**src/rtl/spi_reg_pkg.sv**
```systemverilog
package spi_reg_pkg;
  typedef enum logic [1:0] {PH_SEL, PH_CTRL, PH_DATA, PH_SKIP} phase_t;

  localparam logic [6:0] A_ID    = 7'd0;
  localparam logic [6:0] A_CFG   = 7'd1;
  localparam logic [6:0] A_IDLO  = 7'd2;
  localparam logic [6:0] A_IDHI  = 7'd3;
  localparam logic [6:0] A_IWADR = 7'd4;
  localparam logic [6:0] A_IRADR = 7'd5;
  localparam logic [6:0] A_STAT  = 7'd6;
  localparam logic [6:0] A_FLAG  = 7'd7;
  localparam logic [6:0] A_SCR0  = 7'd8;
endpackage

```
**src/rtl/spi_sync.sv**
```systemverilog
module spi_sync #(
  parameter int W = 3,
  parameter logic [W-1:0] RST_VAL = '0
) (
  input  logic         clk,
  input  logic         rst,
  input  logic [W-1:0] d_in,
  output logic [W-1:0] q
);
  for (genvar g = 0; g < W; g++) begin : g_bit
    logic s1, s2;
    always_ff @(posedge clk) begin
      if (rst) begin
        s1 <= RST_VAL[g];
        s2 <= RST_VAL[g];
      end else begin
        s1 <= d_in[g];
        s2 <= s1;
      end
    end
    assign q[g] = s2;
  end
endmodule

```
**src/rtl/spi_frame.sv**
```systemverilog
module spi_frame
  import spi_reg_pkg::*;
(
  input  logic       clk,
  input  logic       rst,
  input  logic       sclk_s,
  input  logic       csn_s,
  input  logic       sdi_s,
  input  logic       chain_en,
  input  logic       early_rel,
  input  logic [7:0] rd_byte,
  output logic [6:0] addr,
  output logic       wr_en,
  output logic [7:0] wr_data,
  output logic       is_read,
  output logic       sdo,
  output logic       sdo_oe,
  output logic       pass_out
);
  logic       sclk_d, csn_d, prev_bit, load;
  logic [2:0] cnt;
  logic [7:0] sh, tx;
  phase_t     phase;

  wire sclk_rise = sclk_s & ~sclk_d;
  wire sclk_fall = ~sclk_s & sclk_d;
  wire start     = ~csn_s & csn_d;
  wire stop      = csn_s & ~csn_d;
  wire active    = ~csn_s;
  wire [7:0] nxt = {sh[6:0], sdi_s};

  always_ff @(posedge clk) begin
    if (rst) begin
      sclk_d   <= 1'b1;
      csn_d    <= 1'b1;
      prev_bit <= 1'b0;
      load     <= 1'b0;
      cnt      <= '0;
      sh       <= '0;
      tx       <= '0;
      phase    <= PH_SKIP;
      addr     <= '0;
      wr_en    <= 1'b0;
      wr_data  <= '0;
      is_read  <= 1'b0;
      sdo      <= 1'b0;
      sdo_oe   <= 1'b0;
      pass_out <= 1'b0;
    end else begin
      sclk_d <= sclk_s;
      csn_d  <= csn_s;
      wr_en  <= 1'b0;
      load   <= 1'b0;
      if (load) tx <= rd_byte;
      if (start) begin
        phase    <= chain_en ? PH_SEL : PH_CTRL;
        cnt      <= '0;
        prev_bit <= 1'b0;
        pass_out <= 1'b0;
        is_read  <= 1'b0;
      end else if (stop) begin
        sdo_oe   <= 1'b0;
        phase    <= PH_SKIP;
        pass_out <= 1'b0;
      end else if (active && sclk_rise) begin
        sh  <= nxt;
        cnt <= cnt + 3'd1;
        if (chain_en) begin
          pass_out <= prev_bit;
          prev_bit <= sdi_s;
        end
        if (cnt == 3'd7) begin
          unique case (phase)
            PH_SEL:  phase <= sdi_s ? PH_CTRL : PH_SKIP;
            PH_CTRL: begin
              is_read <= nxt[7];
              addr    <= nxt[6:0];
              load    <= nxt[7];
              phase   <= PH_DATA;
            end
            PH_DATA: begin
              wr_en   <= ~is_read;
              wr_data <= nxt;
              phase   <= PH_SKIP;
              if (early_rel) sdo_oe <= 1'b0;
            end
            default: phase <= PH_SKIP;
          endcase
        end
      end else if (active && sclk_fall && phase == PH_DATA && is_read) begin
        sdo    <= tx[7];
        tx     <= {tx[6:0], 1'b0};
        sdo_oe <= 1'b1;
      end
    end
  end
endmodule

```
**src/rtl/spi_ind_engine.sv**
```systemverilog
module spi_ind_engine #(
  parameter int AW      = 8,
  parameter int DW      = 16,
  parameter int SVC_CYC = 800
) (
  input  logic          clk,
  input  logic          rst,
  input  logic          wr_req,
  input  logic          rd_req,
  input  logic [AW-1:0] req_addr,
  input  logic [DW-1:0] wdata,
  output logic          busy,
  output logic          done,
  output logic          done_rd,
  output logic [DW-1:0] rdata
);
  localparam int DEPTH = 1 << AW;
  localparam int CW    = $clog2(SVC_CYC + 1);

  logic [DW-1:0] mem [0:DEPTH-1];
  logic [AW-1:0] a_l;
  logic [DW-1:0] d_l;
  logic          op_wr;
  logic [CW-1:0] cnt;

  wire last = busy && (cnt == CW'(SVC_CYC - 1));
  wire we   = last && op_wr;

  always_ff @(posedge clk) begin
    if (we) mem[a_l] <= d_l;
    rdata <= mem[a_l];
  end

  always_ff @(posedge clk) begin
    if (rst) begin
      busy    <= 1'b0;
      done    <= 1'b0;
      done_rd <= 1'b0;
      a_l     <= '0;
      d_l     <= '0;
      op_wr   <= 1'b0;
      cnt     <= '0;
    end else begin
      done    <= 1'b0;
      done_rd <= 1'b0;
      if (!busy && (wr_req || rd_req)) begin
        busy  <= 1'b1;
        cnt   <= '0;
        a_l   <= req_addr;
        d_l   <= wdata;
        op_wr <= wr_req;
      end else if (busy) begin
        cnt <= cnt + 1'b1;
        if (last) begin
          busy    <= 1'b0;
          done    <= 1'b1;
          done_rd <= ~op_wr;
        end
      end
    end
  end
endmodule

```
**src/rtl/spi_regfile.sv**
```systemverilog
module spi_regfile
  import spi_reg_pkg::*;
#(
  parameter int         NREG   = 16,
  parameter logic [1:0] PART_ID = 2'b01,
  parameter logic [3:0] REV_ID  = 4'h3,
  parameter int         IND_AW  = 8
) (
  input  logic              clk,
  input  logic              rst,
  input  logic              wr_en,
  input  logic [6:0]        addr,
  input  logic [7:0]        wr_data,
  input  logic              busy,
  input  logic              done,
  input  logic              done_rd,
  input  logic [15:0]       ind_rdata,
  output logic [7:0]        rd_byte,
  output logic              chain_en,
  output logic              early_rel,
  output logic              ind_wr,
  output logic              ind_rd,
  output logic [IND_AW-1:0] ind_addr,
  output logic [15:0]       ind_wdata,
  output logic              done_flag
);
  localparam int NSCR = NREG - int'(A_SCR0);
  localparam int SW   = (NSCR > 1) ? $clog2(NSCR) : 1;

  logic [7:0] scr [0:NSCR-1];
  logic [7:0] idlo, idhi;

  wire [6:0] off    = addr - A_SCR0;
  wire       in_scr = (addr >= A_SCR0) && (int'(addr) < NREG);

  assign ind_wr    = wr_en && addr == A_IWADR;
  assign ind_rd    = wr_en && addr == A_IRADR;
  assign ind_addr  = wr_data[IND_AW-1:0];
  assign ind_wdata = {idhi, idlo};

  always_ff @(posedge clk) begin
    if (rst) begin
      chain_en  <= 1'b0;
      early_rel <= 1'b0;
      idlo      <= '0;
      idhi      <= '0;
      done_flag <= 1'b0;
      for (int i = 0; i < NSCR; i++) scr[i] <= '0;
    end else begin
      if (wr_en && addr == A_CFG) begin
        chain_en  <= wr_data[7];
        early_rel <= wr_data[6];
      end
      if (done && done_rd) begin
        idlo <= ind_rdata[7:0];
        idhi <= ind_rdata[15:8];
      end else begin
        if (wr_en && addr == A_IDLO) idlo <= wr_data;
        if (wr_en && addr == A_IDHI) idhi <= wr_data;
      end
      if (done) done_flag <= 1'b1;
      else if (wr_en && addr == A_FLAG && wr_data[0]) done_flag <= 1'b0;
      if (wr_en && in_scr) scr[off[SW-1:0]] <= wr_data;
    end
  end

  always_comb begin
    rd_byte = '0;
    case (addr)
      A_ID:    rd_byte = {2'b00, PART_ID, REV_ID};
      A_CFG:   rd_byte = {chain_en, early_rel, 6'b0};
      A_IDLO:  rd_byte = idlo;
      A_IDHI:  rd_byte = idhi;
      A_STAT:  rd_byte = {7'b0, busy};
      A_FLAG:  rd_byte = {7'b0, done_flag};
      default: if (in_scr) rd_byte = scr[off[SW-1:0]];
    endcase
  end
endmodule

```
**src/rtl/spi_reg_slave.sv**
```systemverilog
module spi_reg_slave #(
  parameter int         NREG    = 16,
  parameter logic [1:0] PART_ID = 2'b01,
  parameter logic [3:0] REV_ID  = 4'h3,
  parameter int         IND_AW  = 8,
  parameter int         SVC_CYC = 800
) (
  input  logic clk,
  input  logic rst,
  input  logic spi_sclk,
  input  logic spi_cs_n,
  input  logic spi_sdi,
  output logic spi_sdo,
  output logic spi_sdo_oe,
  output logic spi_pass
);
  logic [2:0]        pins_s;
  logic              sclk_s, csn_s, sdi_s;
  logic [6:0]        wr_addr;
  logic              wr_en, is_read;
  logic [7:0]        wr_data, rd_byte;
  logic              chain_en, early_rel;
  logic              ind_wr, ind_rd, eng_busy, eng_done, eng_done_rd, done_flag;
  logic [IND_AW-1:0] ind_addr;
  logic [15:0]       ind_wdata, ind_rdata;

  spi_sync #(.W(3), .RST_VAL(3'b110)) u_sync (
    .clk(clk), .rst(rst), .d_in({spi_sclk, spi_cs_n, spi_sdi}), .q(pins_s)
  );
  assign {sclk_s, csn_s, sdi_s} = pins_s;

  spi_frame u_frame (
    .clk(clk), .rst(rst), .sclk_s(sclk_s), .csn_s(csn_s), .sdi_s(sdi_s),
    .chain_en(chain_en), .early_rel(early_rel), .rd_byte(rd_byte),
    .addr(wr_addr), .wr_en(wr_en), .wr_data(wr_data), .is_read(is_read),
    .sdo(spi_sdo), .sdo_oe(spi_sdo_oe), .pass_out(spi_pass)
  );

  spi_regfile #(.NREG(NREG), .PART_ID(PART_ID), .REV_ID(REV_ID), .IND_AW(IND_AW)) u_regs (
    .clk(clk), .rst(rst), .wr_en(wr_en), .addr(wr_addr), .wr_data(wr_data),
    .busy(eng_busy), .done(eng_done), .done_rd(eng_done_rd), .ind_rdata(ind_rdata),
    .rd_byte(rd_byte), .chain_en(chain_en), .early_rel(early_rel),
    .ind_wr(ind_wr), .ind_rd(ind_rd), .ind_addr(ind_addr), .ind_wdata(ind_wdata),
    .done_flag(done_flag)
  );

  spi_ind_engine #(.AW(IND_AW), .DW(16), .SVC_CYC(SVC_CYC)) u_eng (
    .clk(clk), .rst(rst), .wr_req(ind_wr), .rd_req(ind_rd), .req_addr(ind_addr),
    .wdata(ind_wdata), .busy(eng_busy), .done(eng_done), .done_rd(eng_done_rd),
    .rdata(ind_rdata)
  );
endmodule

```
**config.mk**
```make
export PLATFORM = sky130hd
export DESIGN_NAME = spi_reg_slave
export DESIGN_NICKNAME = d
export VERILOG_FILES = /design/src/rtl/spi_reg_pkg.sv /design/src/rtl/spi_sync.sv /design/src/rtl/spi_frame.sv /design/src/rtl/spi_ind_engine.sv /design/src/rtl/spi_regfile.sv /design/src/rtl/spi_reg_slave.sv
export SDC_FILE = /design/constraint.sdc
export NUM_CORES = 2
export LEC_CHECK = 0
export ABC_CLOCK_PERIOD_IN_PS = 7750
export BUFFER_PORTS_ARGS = -buffer_cell sky130_fd_sc_hd__buf_4
export CAP_MARGIN = 20
export CORE_MARGIN = 10
export CORE_UTILIZATION = 25
export DETAILED_ROUTE_END_ITERATION = 12
export PLACE_DENSITY_LB_ADDON = 0.25
export SKIP_LAST_GASP = 1
export SLEW_MARGIN = 20
export SYNTH_ARGS = -nofsm -noshare
export SYNTH_HDL_FRONTEND = slang
export SYNTH_HIERARCHICAL = 1
export SYNTH_MEMORY_MAX_BITS = 65536
export SYNTH_SLANG_ARGS = --single-unit
```
**constraint.sdc**
```tcl
create_clock -name clk -period 7.75 [get_ports clk]
set_clock_uncertainty 0.15 [all_clocks]
set_input_delay 0.3875 -clock clk [delete_from_list [all_inputs] [get_ports clk]]
set_output_delay 0.3875 -clock clk [all_outputs]
set_load 0.01 [all_outputs]
```
==> impl_metrics.yaml <==
detailed_routing:
  num_vias: 78909
  ant_nets: 0
  drc: 0
  drt_iter0_drc: 8660
  wire_per_inst_um: 27.5
  drtPass1Iterations: 5
  vias_per_cell: 4.68
  drt-total-wl_um: 464000
cells_and_area:
  area_growth_pct: 17.0
  final_nets: 7829
  multi_input_comb_area_mm2: 0.0341
  seqCellArea_mm2: 0.127
  drive_above_1_share: 0.271
  final_core_util: 0.293
  final.fill_count: 62948
  fin_cells: 16854
placed_design:
  dp_slack_ns: 2.49
  dp_cells: 15991
  place.detailed.hpwl_um: 268000
  gp_routability_congestion: 0.762
  port_buffers: 7
synth:
  synth_fp_nets: 7439
  yosysSeqAreaShare: 0.783
  yosys_warnings: 6
  ys.flop_type: "edfxtp_1"
  synth_cell_types: 61
  synth_edf_count: 4160
  synth_area_leaders: "edfxtp_1 (77%), mux4_2 (14%), a22oi_1 (2.4%)"
  syn_area_mm2: 0.163
  syn_inst: 7429
  syn_avg_cell_area_um2: 21.9
  yosysTopAreaCell: "edfxtp_1"
  synth_top_area_share: 0.768
  synthArstFlopShare: 0
  ys_ff_latch: 4283
die:
  die_area_mm2: 0.684
  core_mm2: 0.649
  die_w_um: 827
  start_util: 0.251
  ios: 8
  rows: 296
  chipHeight_um: 827
timing:
  rsz0062_at_grt: "no"
  min_period_ns: 5.34
  fmax_mhz: 187
  hold_viol: 0
  fin_crit_sh: 0.689
  drv_slew: 0
  fin_tns_setup_ns: 0
  slew_headroom: 0.190
  setup_viol: 0
  fin_ws_ns: 2.41
  worst_pin_slew_ns: 1.20
power_and_ir_drop:
  total_power_w: 0.0462
  cellPowerDensity_mw_per_mm2: 242
  ir_drop_mv: 0.213
  p_leak_nw: 57.0
cts:
  htreeDepth: 5
  clock_sinks: 4283
  cts_tree: "done"
  worstSkewPairLatency_ns: 1.01
  root_buffer: "clkbuf_16"
  cts_buffer_depth: 4
  cts_repair_resize_count: 0
  cts.clk_slew.worst_paths_ns: 0.06
  numCtsBuffers: 454
setup_path:
  cp-startpoint: "u_eng/cnt[5]"
  rr_endpoint: "u_eng/mem[151][5]"
  arrival_ns: 5.85
  required_ns: 8.26
  regToRegStartpoint: "u_eng/cnt[5]"
  ff2ff_path_depth: 6
  crit_end: "u_eng/mem[151][5]"
  worstPathMaxFanout: 16
  critical_path.endpoint_type: "flip-flop"
  start_kind: "flip-flop"
  r2r_slack_ns: 2.41
  worstSetupPathType: "flip-flop to flip-flop"
grt:
  grt_start_max_net_pins: 186
  grt_pass1_vias: 81429
  grt.total_usage: 0.131
  grt_first_pass_wirelength_um: 651000
  overflow: 0
  antenna_found_initial: 28
run:
  cap_violations: 0
status:
  status: "finished clean"
worst_hold_path:
  min_path_type: "flip-flop to flip-flop"
  holdCritStartpoint: "u_eng/rdata[5]"
[report_power, final]
part           internal (W)  leakage [nW]  switching, W
clock network        0.0119          6.99       0.00915
logic             0.0000144          10.4     0.0000246
registers            0.0250          39.6    0.00000657
[layout make-up]
class / instances / area share
tap: 8642 / 0.0568
clock buffer: 568 / 0.0625
timing repair buffer: 400 / 0.0189
antenna: 6 / 0.0000789
inverter: 8 / 0.000158
clock inverter: 275 / 0.0131
multi-input combinational: 2672 / 0.179
sequential: 4283 / 0.669
[layout by cell type (no fill, tap or decap), drive strengths merged, types with 28 or more instances in the layout]
master | Yosys | routed
nand2 | 129 | 129
o41ai | 66 | 66
o21ai | 35 | 35
mux4 | 1040 | 1040
edfxtp | 4160 | 4160
nand3 | 28 | 28
clkbuf | 275 | 568
dfxtp | 123 | 123
buf | 191 | 390
bufinv | 0 | 32
nor2 | 292 | 292
a21oi | 308 | 308
clkinv | 0 | 226
a22oi | 515 | 515
and2 | 68 | 68
mux2i | 35 | 35
[synth_stat cells, drive strengths merged (14+ instances only)]
cell type and count:
mux4 1040, nand4 23, and2 68, or2 16, nor2 292, clkbuf 275, nor3 20, nor2b 14
o41ai 66, edfxtp 4160, nand2 129, mux2i 35, dfxtp 123, buf 191, a22oi 515, a21oi 308
nand3 28, o21ai 35
[sequential cells by signal (all words and copies together), names as in the netlist, 8 cells and up]
signal           flops
u_eng/cnt           10
u_regs/idlo          8
u_eng/d_l           16
u_frame/wr_data      8
u_eng/mem         4096
u_eng/rdata         16
u_regs/idhi          8
u_frame/tx           8
u_regs/scr          64
u_eng/a_l            8
[cell families (layout without fill, tap and decap cells)]
kind of cell             Yosys count  in the layout  synth area share
AO/OA/AOI/OAI                    950            950            0.0391
buffers and inverters            474           1251            0.0125
XOR/XNOR                          10             10          0.000538
AND/OR/NAND/NOR                  630            630            0.0184
adder cells (fa/ha/maj)            5              5          0.000384
other                              0              6                 0
flip-flops                      4283           4283             0.783
multiplexers                    1077           1077             0.146
[per-layer routing]
metal  routed length [um]  track usage  vias to the layer above  share of wire
met5                   25            0                        -       0.000054
met4                11500       0.0324                        4          0.025
met3                29000       0.0196                      597          0.062
met2               224000        0.217                     2704           0.48
met1               199000        0.181                    43281           0.43
li1                     -            -                    32323              -
[per-stage QoR]
step	area (um2)	hold WS [ns]
floorplan	163000	0.233
global placement	175000	0.246
detailed placement	176000	0.268
CTS	190000	0.268
global route	190000	0.290
finish	190000	0.269
[what timing repair did]
action,4_1_cts,5_1_grt
setup buffers,0,0
hold buffers,10,0
setup endpoints to repair,0,0
hold endpoints to repair,73,0
[worst min path at each step]
stage,cells after the start,endpoint,slack (ns)
finish,2,u_regs/idlo[5],0.27
global route,2,u_regs/idlo[5],0.29
CTS,2,u_regs/idlo[5],0.27
detailed placement,1,u_sync/g_bit[1].s2,0.27
global placement,1,u_sync/g_bit[2].s2,0.25
floorplan,1,u_sync/g_bit[1].s2,0.23
[worst max-delay path: stages, from the launching register on]
cell,delay [ns]
dfxtp_1,0.38
nor4b_1,0.42
nand4_1,0.64
nor4_1,1.15
nand2_2,0.99
buf_4,0.47
nor2_2,0.77
Power figures use the tool's default switching activity.
